<file path="src/rtl/gid_pkg.sv">
package gid_pkg;
  localparam int unsigned ADDR_W = 3;

  localparam logic [ADDR_W-1:0] IDX_MODE   = 3'd0;
  localparam logic [ADDR_W-1:0] IDX_ANYEDG = 3'd1;
  localparam logic [ADDR_W-1:0] IDX_POL    = 3'd2;
  localparam logic [ADDR_W-1:0] IDX_MASK   = 3'd3;
  localparam logic [ADDR_W-1:0] IDX_RAW    = 3'd4;
  localparam logic [ADDR_W-1:0] IDX_MSKD   = 3'd5;
  localparam logic [ADDR_W-1:0] IDX_CLR    = 3'd6;

  // Edge event for one pin: input pin, edge mode, value changed, and either
  // any-edge is selected or the new value matches the polarity.
  function automatic logic edge_bit_hit(input logic cur, input logic prev,
                                        input logic is_out, input logic lvl_mode,
                                        input logic any_edge, input logic pol);
    logic changed;
    changed = (cur ^ prev) & ~is_out;
    return changed & ~lvl_mode & (any_edge | ~(cur ^ pol));
  endfunction

  // Level event for one pin: level mode and value matches the polarity.
  function automatic logic level_bit_hit(input logic cur, input logic lvl_mode,
                                         input logic pol);
    return lvl_mode & ~(cur ^ pol);
  endfunction
endpackage

</file>
<file path="src/rtl/gid_regs.sv">
module gid_regs
  import gid_pkg::*;
#(
  parameter int unsigned NPINS = 8
) (
  input  logic              clk,
  input  logic              rst_n,
  input  logic              we,
  input  logic [ADDR_W-1:0] addr,
  input  logic [NPINS-1:0]  wdata,
  input  logic [NPINS-1:0]  raw_i,
  output logic [NPINS-1:0]  mode_o,
  output logic [NPINS-1:0]  anyedge_o,
  output logic [NPINS-1:0]  pol_o,
  output logic [NPINS-1:0]  mask_o,
  output logic [NPINS-1:0]  clr_o,
  output logic [NPINS-1:0]  rdata_o
);
  logic wr_mode, wr_any, wr_pol, wr_mask;

  assign wr_mode = we && (addr == IDX_MODE);
  assign wr_any  = we && (addr == IDX_ANYEDG);
  assign wr_pol  = we && (addr == IDX_POL);
  assign wr_mask = we && (addr == IDX_MASK);
  assign clr_o   = (we && (addr == IDX_CLR)) ? wdata : '0;

  always_ff @(posedge clk or negedge rst_n) begin
    if (!rst_n) begin
      mode_o    <= '0;
      anyedge_o <= '0;
      pol_o     <= '0;
      mask_o    <= '0;
    end else begin
      if (wr_mode) mode_o    <= wdata;
      if (wr_any)  anyedge_o <= wdata;
      if (wr_pol)  pol_o     <= wdata;
      if (wr_mask) mask_o    <= wdata;
    end
  end

  always_comb begin
    unique case (addr)
      IDX_MODE:   rdata_o = mode_o;
      IDX_ANYEDG: rdata_o = anyedge_o;
      IDX_POL:    rdata_o = pol_o;
      IDX_MASK:   rdata_o = mask_o;
      IDX_RAW:    rdata_o = raw_i;
      IDX_MSKD:   rdata_o = raw_i & mask_o;
      default:    rdata_o = '0;
    endcase
  end

  // a mode write is visible on the next cycle
  assert_mode_readback_R9: assert property (@(posedge clk) disable iff (!rst_n)
    $past(wr_mode) |-> (mode_o == $past(wdata)));
  // the mask register only moves on a mask write
  assert_mask_hold_R9: assert property (@(posedge clk) disable iff (!rst_n)
    !$past(wr_mask) |-> $stable(mask_o));
endmodule

</file>
<file path="src/rtl/gid_detect.sv">
module gid_detect
  import gid_pkg::*;
#(
  parameter int unsigned NPINS = 8
) (
  input  logic             clk,
  input  logic             rst_n,
  input  logic [NPINS-1:0] pin,
  input  logic [NPINS-1:0] dir,
  input  logic [NPINS-1:0] mode,
  input  logic [NPINS-1:0] anyedge,
  input  logic [NPINS-1:0] pol,
  output logic [NPINS-1:0] edge_hit_o,
  output logic [NPINS-1:0] level_hit_o,
  output logic [NPINS-1:0] hit_o
);
  logic [NPINS-1:0] prev_q;

  always_ff @(posedge clk or negedge rst_n) begin
    if (!rst_n) prev_q <= '0;
    else        prev_q <= pin;
  end

  for (genvar b = 0; b < NPINS; b++) begin : g_pin
    assign edge_hit_o[b]  = edge_bit_hit(pin[b], prev_q[b], dir[b], mode[b],
                                         anyedge[b], pol[b]);
    assign level_hit_o[b] = level_bit_hit(pin[b], mode[b], pol[b]);
  end

  assign hit_o = edge_hit_o | level_hit_o;

  // a pin held as output never yields an edge event
  assert_out_pin_quiet_R5: assert property (@(posedge clk) disable iff (!rst_n)
    ((edge_hit_o & dir) == '0));
  // an edge event needs a pin that differs from last cycle's sample
  assert_edge_needs_change_R2: assert property (@(posedge clk) disable iff (!rst_n)
    ((edge_hit_o & ~(pin ^ prev_q)) == '0));
endmodule

</file>
<file path="src/rtl/gid_status.sv">
module gid_status #(
  parameter int unsigned NPINS = 8
) (
  input  logic             clk,
  input  logic             rst_n,
  input  logic [NPINS-1:0] hit,
  input  logic [NPINS-1:0] clr,
  input  logic [NPINS-1:0] mask,
  output logic [NPINS-1:0] raw_o,
  output logic             irq_o
);
  always_ff @(posedge clk or negedge rst_n) begin
    if (!rst_n) raw_o <= '0;
    else        raw_o <= (raw_o & ~clr) | hit;
  end

  assign irq_o = |(raw_o & mask);

  // first cycle after reset shows empty status and no request
  assert_reset_state_R1: assert property (@(posedge clk) disable iff (!rst_n)
    $past(!rst_n) |-> ((raw_o == '0) && !irq_o));
  // a set bit only drops when a clear addressed it
  assert_sticky_R6: assert property (@(posedge clk) disable iff (!rst_n)
    (($past(raw_o) & ~$past(clr) & ~raw_o) == '0));
  // every event is latched, even against a same-cycle clear
  assert_event_wins_R7: assert property (@(posedge clk) disable iff (!rst_n)
    (|hit) |=> ((raw_o & $past(hit)) == $past(hit)));
  // a bit is never set without an event the cycle before
  assert_no_spurious_R2: assert property (@(posedge clk) disable iff (!rst_n)
    ((~$past(raw_o) & raw_o & ~$past(hit)) == '0));
endmodule

</file>
<file path="src/rtl/gpio_irq_detect.sv">
module gpio_irq_detect
  import gid_pkg::*;
#(
  parameter int unsigned NPINS = 8
) (
  input  logic              clk,
  input  logic              rst_n,
  input  logic              reg_we,
  input  logic [ADDR_W-1:0] reg_addr,
  input  logic [NPINS-1:0]  reg_wdata,
  output logic [NPINS-1:0]  reg_rdata,
  input  logic [NPINS-1:0]  pin_data,
  input  logic [NPINS-1:0]  pin_dir,
  output logic              irq_o
);
  logic [NPINS-1:0] mode, anyedge, pol, mask, clr, raw;
  logic [NPINS-1:0] edge_hit, level_hit, hit;

  gid_regs #(.NPINS(NPINS)) u_regs (
    .clk(clk), .rst_n(rst_n), .we(reg_we), .addr(reg_addr), .wdata(reg_wdata),
    .raw_i(raw), .mode_o(mode), .anyedge_o(anyedge), .pol_o(pol),
    .mask_o(mask), .clr_o(clr), .rdata_o(reg_rdata)
  );

  gid_detect #(.NPINS(NPINS)) u_detect (
    .clk(clk), .rst_n(rst_n), .pin(pin_data), .dir(pin_dir), .mode(mode),
    .anyedge(anyedge), .pol(pol), .edge_hit_o(edge_hit),
    .level_hit_o(level_hit), .hit_o(hit)
  );

  gid_status #(.NPINS(NPINS)) u_status (
    .clk(clk), .rst_n(rst_n), .hit(hit), .clr(clr), .mask(mask),
    .raw_o(raw), .irq_o(irq_o)
  );

  // with no request pending, the masked-status readout must be empty
  assert_irq_vs_masked_R8: assert property (@(posedge clk) disable iff (!rst_n)
    ((reg_addr == IDX_MSKD) && !irq_o) |-> (reg_rdata == '0));
  // a level pin matching its polarity is pending on the next cycle
  assert_level_latched_R4: assert property (@(posedge clk) disable iff (!rst_n)
    (|level_hit) |=> ((raw & $past(level_hit)) == $past(level_hit)));
endmodule

</file>
<file path="config.mk">
export PLATFORM = sky130hd
export DESIGN_NAME = gpio_irq_detect
export DESIGN_NICKNAME = d
export VERILOG_FILES = /design/src/rtl/gid_pkg.sv /design/src/rtl/gid_regs.sv /design/src/rtl/gid_detect.sv /design/src/rtl/gid_status.sv /design/src/rtl/gpio_irq_detect.sv
export SDC_FILE = /design/constraint.sdc
export NUM_CORES = 1
export LEC_CHECK = 0
export BUFFER_PORTS_ARGS = -buffer_cell sky130_fd_sc_hd__buf_2
export CAP_MARGIN = 20
export CORE_MARGIN = 10
export CORE_UTILIZATION = 30
export CTS_BUF_LIST = sky130_fd_sc_hd__clkbuf_4 sky130_fd_sc_hd__clkbuf_8
export CTS_CLUSTER_SIZE = 25
export DETAILED_ROUTE_END_ITERATION = 12
export SETUP_SLACK_MARGIN = 0.1
export SLEW_MARGIN = 25
export SYNTH_ARGS = -nofsm -noshare
export SYNTH_HDL_FRONTEND = slang
export SYNTH_SLANG_ARGS = --single-unit
</file>
<file path="constraint.sdc">
create_clock -name clk -period 1.29 [get_ports clk]
set_clock_uncertainty 0.05 [all_clocks]
set_input_delay 0.129 -clock clk [delete_from_list [all_inputs] [get_ports clk]]
set_output_delay 0.129 -clock clk [all_outputs]
set_load 0.01 [all_outputs]
</file>
==> out/qor.yml, run 1 <==
min-delay-start: "reg_wdata[7]"
hold_viol_final: 0
grt_pass1_vias: 2226
synth_seq_area_share: 0.4676
yosysTopAreaCellShare: 0.4676
synth_nets: 269
outcome: "finished with violations"
cts_tree: "yes"
synth_top_area_cell: "dfrtp_1"
slew_headroom: 0.8125
synth_cells: 239
synthFlopType: "dfrtp_1"
holdPathStages: 3
htreeDepth: 2
power_mw: 4.404
clkSinkCount: 48
fp.dieH_um: 112.5
die-width_um: 112.5
crit_arrival_ns: 1.46
worstHoldPathType: "in -> reg"
port-buffer-count: 38
vdd_drop_max_mv: 0.5302
area_delta_synth_final_pct: 38.68
ctsLongestPathBuffers: 2
synth_area_leaders: "dfrtp_1 47%, mux2_2 11%, a21oi_1 5.7%"
synth-edff-count: 0
vias_per_cell: 5.007
ys_ff_latch: 48
critPathRequiredTime_ns: 1.11
async_flop_share: 1.000
post-route-util: 0.4314
fp-row-count: 33
postRouteAntennaNets: 0
power.leakage_nw: 1.580
holdPathEnd: "u_regs.anyedge_o[7]$_DFFE_PN0P_"
grt_max_degree: 49
vias: 2198
initial_utilization: 0.3111
cts_made_buffers: 5
power_density_nw_per_um2: 1236
syn_area_per_cell_um2: 10.75
drt_wl_total_um: 6870
synth_cell_types: 37
synthesis.area_um2: 2569
grt_usage: 0.1059
grt_pass1_wl_um: 11290
synth_warnings: 0
fin_crit_ns: 1.639
drv_slew: 0
post-dp-hpwl_um: 4918
period_share: 1.271
drive_gt1_frac: 0.4401
drc: 0
clk_latency_ns: 0.30
core_um2: 8258
worstReg2RegStart: "u_regs.mode_o[1]$_DFFE_PN0P_"
root_buffer: "clkbuf_8"
hold-worst-slack_ns: 0.03768
violations: "setup timing"
setup_tns_ns: -2.056
drt_iter0_markers: 64
synth_common_cells: "48 x dfrtp_1, 29 x a21oi_1, 25 x mux2_2"
io_pins: 39
setup_viol: 9
fmax_mhz: 610.0
fillers: 810
end_kind: "output port"
fin_nets: 363
drv_cap: 0
r2r_slack_ns: 0.20
die_area_um2: 12660
gr-total-overflow: 0
firstDrtPassIters: 4
rsz0062_at_grt: "true"
clk_pin_slew_worst_paths_ns: 0.10
worstMarginPinSlew_ns: 0.2813
final.setup.worst_slack_ns: -0.3494
path_class: "reg -> out"
wl_per_cell_um: 15.65
num_antenna_cells: 0
timing.rr.end: "u_status.raw_o[1]$_DFF_PN0_"
reg2reg_depth: 4
crit_fanout: 3
antenna_found_initial: 1
gp_congestion: 0.7858
worst_setup_path_start_kind: "flip-flop"
synth_most_common_cell: "dfrtp_1"
==> layer usage <==
metal / GRT usage / wire length, um
met1: 0.1375 / 3262
met2: 0.1723 / 3265
met3: 0.02769 / 290
met4: 0.02284 / 52
met5: 0 / 0
==> worst max path at each step <==
stage / from / end / slack (ns) / cells past startpoint
2_1_floorplan: reg_addr[1] / u_regs.mode_o[0]$_DFFE_PN0P_ / 0.14 / 3
3_3_place_gp: reg_addr[0] / reg_rdata[0] / -0.17 / 7
3_5_place_dp: reg_addr[0] / reg_rdata[0] / -0.19 / 7
4_1_cts: u_status.raw_o[4]$_DFF_PN0_ / irq_o / -0.33 / 4
5_1_grt: u_regs.mask_o[4]$_DFFE_PN0P_ / irq_o / -0.43 / 4
6_report: u_status.raw_o[4]$_DFF_PN0_ / irq_o / -0.35 / 4
==> timing repair <==
action | CTS | global route
buffers inserted | 6 | 1
pin swaps | 17 | 11
endpoints found under the setup margin | 9 | 11
endpoints found under the hold margin | 63 | 0
resized for setup | 10 | 18
hold buffers | 16 | 0
==> stage by stage <==
stage	setup WS, ns	cell area, um2	instances
after floorplan	0.1357	2569	239
after global placement	-0.1683	3118	408
after detailed placement	-0.1912	3118	408
after CTS	-0.3299	3483	438
after global routing	-0.4274	3562	439
final	-0.3494	3562	439
==> worst max-delay path: stages (launching register included) <==
cell and delay (ns):
dfrtp_1 0.41, a22o_1 0.25, a221oi_2 0.18, nand3_1 0.14, buf_2 0.17
==> cell families (layout without fill, tap and decap cells) <==
logic type / count (synthesis) / in the layout / share of synthesized area
AO/OA/AOI/OAI: 77 / 77 / 0.1827
XOR/XNOR: 7 / 7 / 0.02387
buffers and inverters: 19 / 114 / 0.03653
flip-flops: 48 / 48 / 0.4676
multiplexers: 33 / 33 / 0.1544
AND/OR/NAND/NOR: 55 / 55 / 0.1349
==> flip-flops by register name (all words and copies together) (netlist names) <==
name / cells
u_regs.pol_o: 8
u_regs.mode_o: 8
u_detect.prev_q: 8
u_regs.anyedge_o: 8
u_regs.mask_o: 8
u_status.raw_o: 8
==> where the power goes <==
group	total, mW	internal [mW]	switching [mW]
clock network	1.11	0.574	0.533
logic	1.28	0.753	0.531
registers	2.01	1.76	0.251
==> cells in the final DEF (no fill, tap or decap), types with 2 or more instances in the layout <==
master,count
a32oi_2,2
nand2_1,14
and4_1,2
a21oi_2,5
o21ai_1,11
o21ai_0,5
dlygate4sd3_1,16
a21oi_1,24
mux2_4,8
buf_4,39
nor2b_2,2
buf_2,38
mux2_2,24
nor2_1,4
o22ai_2,3
and3_1,3
inv_1,10
buf_12,2
nand2b_1,15
clkbuf_8,5
a22oi_1,13
nand2b_4,4
a32oi_1,3
dfrtp_1,48
xnor2_1,7
o22ai_1,2
==> area by class of cell <==
class,instances,area (um2),share of cell area
multi-input cells,172,1394,0.3913
repair buffers,95,683.2,0.1918
flip-flops and latches,48,1201,0.3372
well taps,105,131.4,0.03688
inverters,11,41.29,0.01159
clock buffers,5,68.82,0.01932
clock inverters,3,42.54,0.01194
No activity file was read; power rests on OpenSTA's default activity.
==> run 2, diff against run 1 <==
--- a/config.mk
+++ b/config.mk
@@ -8,10 +8,11 @@
 export BUFFER_PORTS_ARGS = -buffer_cell sky130_fd_sc_hd__buf_2
 export CAP_MARGIN = 20
 export CORE_MARGIN = 10
-export CORE_UTILIZATION = 30
+export CORE_UTILIZATION = 55
 export CTS_BUF_LIST = sky130_fd_sc_hd__clkbuf_4 sky130_fd_sc_hd__clkbuf_8
 export CTS_CLUSTER_SIZE = 25
 export DETAILED_ROUTE_END_ITERATION = 12
+export PLACE_DENSITY = 0.77
 export SETUP_SLACK_MARGIN = 0.1
 export SLEW_MARGIN = 25
 export SYNTH_ARGS = -nofsm -noshare
==> run 2 against run 1 <==
The run still ends with setup timing left. Core utilization up 35 points. Clock power down 12%. Combinational power about the same. Non-clock buffer count up 2. Final area down 3.1%. First-iteration DRC count rose to 3.9 times the previous value. Via count up 3.1%. Routed wire length up 1.8%. Critical path depth unchanged. Sequential power about the same. Cell count down 12%.
==> out/qor.yml, run 2 (synthesis results as in run 1) <==
drc: 0  # unchanged
port-buffer-count: 38  # unchanged
outcome: "finished with violations"
violations: "setup timing"
vdd_drop_max_mv: 0.9619  # +81%
end_kind: "output port"
antenna_found_initial: 0  # -1
period_share: 1.252  # -0.01850
fin_crit_ns: 1.616  # -0.02386 ns
drive_gt1_frac: 0.4286  # -0.01155
drt_wl_total_um: 6992  # +1.8%
clk_pin_slew_worst_paths_ns: 0.09  # about the same
vias_per_cell: 5.843  # +17%
initial_utilization: 0.5780  # +0.2669
path_class: "reg -> out"
r2r_slack_ns: 0.19  # about the same
die-width_um: 88.34  # -21%
crit_arrival_ns: 1.44  # -0.02 ns
post-route-util: 0.7767  # +0.3454
fin_cells: 388  # -12%
clkSinkCount: 48  # unchanged
num_antenna_cells: 0  # unchanged
hold_viol_final: 0  # unchanged
fp-row-count: 24  # -27%
grt_max_degree: 49  # unchanged
setup_tns_ns: -2.146  # -0.08977 ns
layout_commonest_cell: "dfrtp_1"
firstDrtPassIters: 4  # unchanged
grt_usage: 0.1815  # +0.07553
drv_slew: 0  # unchanged
crit_fanout: 3  # unchanged
grt_pass1_wl_um: 11200  # -0.80%
power_density_nw_per_um2: 1239  # +0.24%
htreeDepth: 2  # unchanged
rsz0062_at_grt: "true"
grt_pass1_vias: 2315  # +4.0%
critPathRequiredTime_ns: 1.11  # about the same
worstHoldPathType: "in -> reg"
wl_per_cell_um: 18.02  # +15%
post-place-cells: 358  # -12%
vias: 2267  # +3.1%
hold-worst-slack_ns: 0.05776  # +0.02008 ns
drt_iter0_markers: 250  # +290%
io_pins: 39  # unchanged
die_area_um2: 7804  # -38%
ctsLongestPathBuffers: 2  # unchanged
final_cell_mix: "48 x dfrtp_1, 41 x buf_4, 38 x buf_2, 24 x a21oi_1, 24 x mux2_2"
power.leakage_nw: 1.571  # -0.56%
drv_cap: 0  # unchanged
cts_made_buffers: 5  # unchanged
root_buffer: "clkbuf_8"
fmax_mhz: 619.0  # +1.5%
fp.dieH_um: 88.34  # -21%
worstMarginPinSlew_ns: 0.2652  # -0.01612 ns
slew_headroom: 0.8232  # +0.01075
gr-total-overflow: 0  # unchanged
area_delta_synth_final_pct: 34.39
post-dp-hpwl_um: 4712  # -4.2%
final.setup.worst_slack_ns: -0.3256  # +0.02386 ns
setup_viol: 9  # unchanged
fin_area_um2: 3452  # -3.1%
core_um2: 4444  # -46%
placed_cell_area_um2: 3062  # -1.8%
fin_nets: 365  # +0.55%
postRouteAntennaNets: 0  # unchanged
worst_setup_path_start_kind: "flip-flop"
gp_congestion: 0.8605  # +9.5%
cts_tree: "yes"
clk_latency_ns: 0.30  # about the same
## run 2: repair_timing
item / in CTS / in global routing
buffers inserted: 4 / 3
setup endpoints to repair: 9 / 11
hold buffers: 16 / 0
pin swaps: 10 / 18
endpoints found under the hold margin: 63 / 0
gates resized for setup: 11 / 14
## run 2: layout make-up
class / instances / area (um2)
repair buffers: 97 / 689.4
clock buffers: 8 / 97.59
fillers: 288 / 992.2
well taps: 52 / 65.06
inverters: 11 / 41.29
multi-input cells: 172 / 1358
flip-flops and latches: 48 / 1201
## run 2: layer usage
layer,global-route usage,up-vias,wire [um]
li1,-,1069,-
met1,0.2246,1089,3061
met2,0.3034,87,3338
met3,0.04412,22,404
met4,0.06021,0,187
met5,0,-,0
## run 2: critical path, cell delays in order (launching register included)
cell	delay, ns
dfrtp_1	0.41
a22o_1	0.27
a221oi_2	0.18
nand3_1	0.11
buf_2	0.16
## run 2: report_power, final
group	switching, mW	total [mW]	internal (mW)
logic	0.548	1.28	0.732
registers	0.257	2.02	1.76
clock network	0.500	0.980	0.480
total	1.30	4.28	2.97
## run 2: worst paths after layout
path / start / to / cells past startpoint
max reg2reg: u_regs.mode_o[4]$_DFFE_PN0P_ / u_status.raw_o[4]$_DFF_PN0_ / 5
min in group asynchronous: rst_n / u_detect.prev_q[6]$_DFF_PN0_ / 3
min: reg_wdata[7] / u_regs.anyedge_o[7]$_DFFE_PN0P_ / 3
max: u_status.raw_o[4]$_DFF_PN0_ / irq_o / 4
max in group asynchronous: rst_n / u_status.raw_o[0]$_DFF_PN0_ / 3
min reg2reg: u_detect.prev_q[1]$_DFF_PN0_ / u_status.raw_o[1]$_DFF_PN0_ / 2
## run 2: through the flow
step	power [mW]	setup slack, ns
global route	4.479	-0.3483
detailed placement	3.107	-0.1131
finish	4.278	-0.3256
CTS	4.168	-0.2885
global placement	3.061	-0.06106
floorplan	2.665	0.1357
==> run 3, diff against run 2 <==
--- a/config.mk
+++ b/config.mk
@@ -12,6 +12,7 @@
 export CTS_BUF_LIST = sky130_fd_sc_hd__clkbuf_4 sky130_fd_sc_hd__clkbuf_8
 export CTS_CLUSTER_SIZE = 25
 export DETAILED_ROUTE_END_ITERATION = 12
+export GPL_TIMING_DRIVEN = 0
 export PLACE_DENSITY = 0.77
 export SETUP_SLACK_MARGIN = 0.1
 export SLEW_MARGIN = 25
==> run 3 against run 2 <==
The run still ends with setup timing left. First-iteration DRC count grew 6.0%. Sequential share of layout area grew 1.8 points. Worst hold slack gained 0.00064 ns. Maximum frequency shrank 2.1%. Total power shrank 1.5%. Routed wire length shrank 4.0%. Combinational power shrank 5%. Critical endpoint unchanged. Largest power group unchanged.
==> out/qor.yml, run 3 (synthesis results as in run 1) <==
outcome: "finished with violations"
violations: "setup timing"
clkSinkCount: 48  # unchanged
cts_tree: "yes"
worstMarginPinSlew_ns: 0.6087  # +0.3435 ns
vdd_drop_max_mv: 0.7286  # -24%
use_met3: 0.04412  # unchanged
die-width_um: 88.34  # unchanged
grt_pass1_vias: 2173  # -6.1%
slew_headroom: 0.5942  # -0.2290
fmax_mhz: 606.0  # -2.1%
fin_crit_ns: 1.650  # +0.03470 ns
drt_wl_total_um: 6711  # -4.0%
period_share: 1.279  # +0.02690
setup_viol: 9  # unchanged
postRouteAntennaNets: 0  # unchanged
drv_slew: 0  # unchanged
gr-total-overflow: 0  # unchanged
hold_viol_final: 0  # unchanged
path_class: "reg -> out"
vias: 2166  # -4.5%
final_cell_mix: "48 x dfrtp_1, 39 x buf_2, 24 x a21oi_1, 24 x mux2_2, 18 x nand2b_1"
top_usage_layer: "met2"
hold-worst-slack_ns: 0.05839  # +0.0006397 ns
drc: 0  # unchanged
critPathSlowestCell: "dfrtp_1"
power_density_nw_per_um2: 1285  # +3.7%
firstDrtPassIters: 4  # unchanged
initial_utilization: 0.5780  # unchanged
placed_cell_area_um2: 2826  # -7.7%
grt_pass1_wl_um: 10630  # -5.1%
core_um2: 4444  # unchanged
worst_setup_path_start_kind: "flip-flop"
drv_cap: 0  # unchanged
clk_latency_ns: 0.30  # about the same
path_buf_inv: 1  # unchanged
rsz0062_at_grt: "true"
crit_fanout: 3  # unchanged
fp-row-count: 24  # unchanged
crit_arrival_ns: 1.47  # +0.03 ns
drive_gt1_frac: 0.3829  # -0.04566
die_area_um2: 7804  # unchanged
worstHoldPathType: "in -> reg"
wl_per_cell_um: 18.24  # +1.2%
critical_path.top_delay_family: "compound AO/OA/AOI/OAI gates"
drt_iter0_markers: 265  # +6.0%
vias_per_cell: 5.886  # +0.74%
critPathRequiredTime_ns: 1.11  # about the same
final.setup.worst_slack_ns: -0.3603  # -0.03470 ns
fp.dieH_um: 88.34  # unchanged
htreeDepth: 2  # unchanged
cts_made_buffers: 5  # unchanged
ctsLongestPathBuffers: 2  # unchanged
end_kind: "output port"
area_delta_synth_final_pct: 27.67
power.leakage_nw: 1.468  # -6.6%
use_met2: 0.2847  # -0.01875
grt_max_degree: 49  # unchanged
clk_pin_slew_worst_paths_ns: 0.08  # about the same
met1_usage: 0.2234  # -0.001165
layout_commonest_cell: "dfrtp_1"
post-dp-hpwl_um: 4268  # -9.4%
fillers: 336  # +17%
fin_area_um2: 3279  # -5.0%
crit_chain: "a22o_1, a221oi_2, nand3_1, buf_2"
num_antenna_cells: 0  # unchanged
io_pins: 39  # unchanged
fin_nets: 345  # -5.5%
grt_usage: 0.1747  # -0.006757
port-buffer-count: 38  # unchanged
antenna_found_initial: 0  # unchanged
root_buffer: "clkbuf_8"
cp_slowest_stage_delay_ns: 0.41  # about the same
gp_congestion: 0.7955  # -7.6%
-- run 3: changes by cell type in the layout (fill, tap and decap cells not counted), sizes merged --
cell / change
buf: -22
clkbuf: +2
-- run 3: layout make-up --
class	instances	area, um2	share of cell area
tap	52	65.06	0.01984
timing repair buffer	69	471.7	0.1438
inverter	11	41.29	0.01259
multi-input combinational	172	1345	0.4101
buffer	8	57.56	0.01755
clock buffer	8	97.59	0.02976
sequential	48	1201	0.3663
-- run 3: what timing repair did --
item | in CTS | in global routing
hold endpoints to repair | 63 | 0
pin swaps | 15 | 7
endpoints found under the setup margin | 17 | 18
gates cloned | 0 | 0
hold buffers | 16 | 0
setup buffers | 11 | 4
gates resized for setup | 10 | 12
-- run 3: final timing paths --
check                      slack, ns                         endpoint  depth (start not counted)                          from
setup reg to reg                0.07      u_status.raw_o[4]$_DFF_PN0_                          6  u_regs.mode_o[4]$_DFFE_PN0P_
min in group asynchronous       0.32     u_detect.prev_q[1]$_DFF_PN0_                          2                         rst_n
setup / recovery               -0.36                            irq_o                          4   u_status.raw_o[4]$_DFF_PN0_
hold / removal                  0.06  u_regs.anyedge_o[4]$_DFFE_PN0P_                          2                  reg_wdata[4]
hold reg to reg                 0.48      u_status.raw_o[7]$_DFF_PN0_                          2   u_status.raw_o[7]$_DFF_PN0_
max in group asynchronous       0.46     u_regs.mode_o[1]$_DFFE_PN0P_                          2                         rst_n
-- run 3: routing by layer --
layer,share of wire,up-vias
met2,0.48,76
met5,0,-
met1,0.43,1057
met4,0.012,0
met3,0.072,8
li1,-,1025
-- run 3: through the flow --
| step | total power [mW] | instances | TNS [ns] | utilization | worst slack, ns |
|---|---|---|---|---|---|
| after detailed placement | 2.993 | 329 | -5.403 | 0.6360 | -0.2946 |
| after floorplan | 2.665 | 239 | 0 | - | 0.1357 |
| final | 4.214 | 368 | -2.133 | 0.7379 | -0.3603 |
| after global placement | 2.953 | 329 | -5.206 | 0.6354 | -0.2856 |
| after global routing | 4.430 | 368 | -2.593 | 0.7379 | -0.4106 |
| after CTS | 4.116 | 364 | -1.974 | 0.7216 | -0.3015 |
-- run 3: worst register-to-register path, stage by stage, from the launching register on --
cell	delay (ns)
dfrtp_1	0.39
buf_4	0.13
buf_4	0.13
nand2b_1	0.15
a21oi_1	0.14
a21oi_1	0.08
o21ai_1	0.10
-- run 3: where the power goes --
group | internal (mW) | switching, mW
registers | 1.76 | 0.255
clock network | 0.480 | 0.499
logic | 0.698 | 0.520
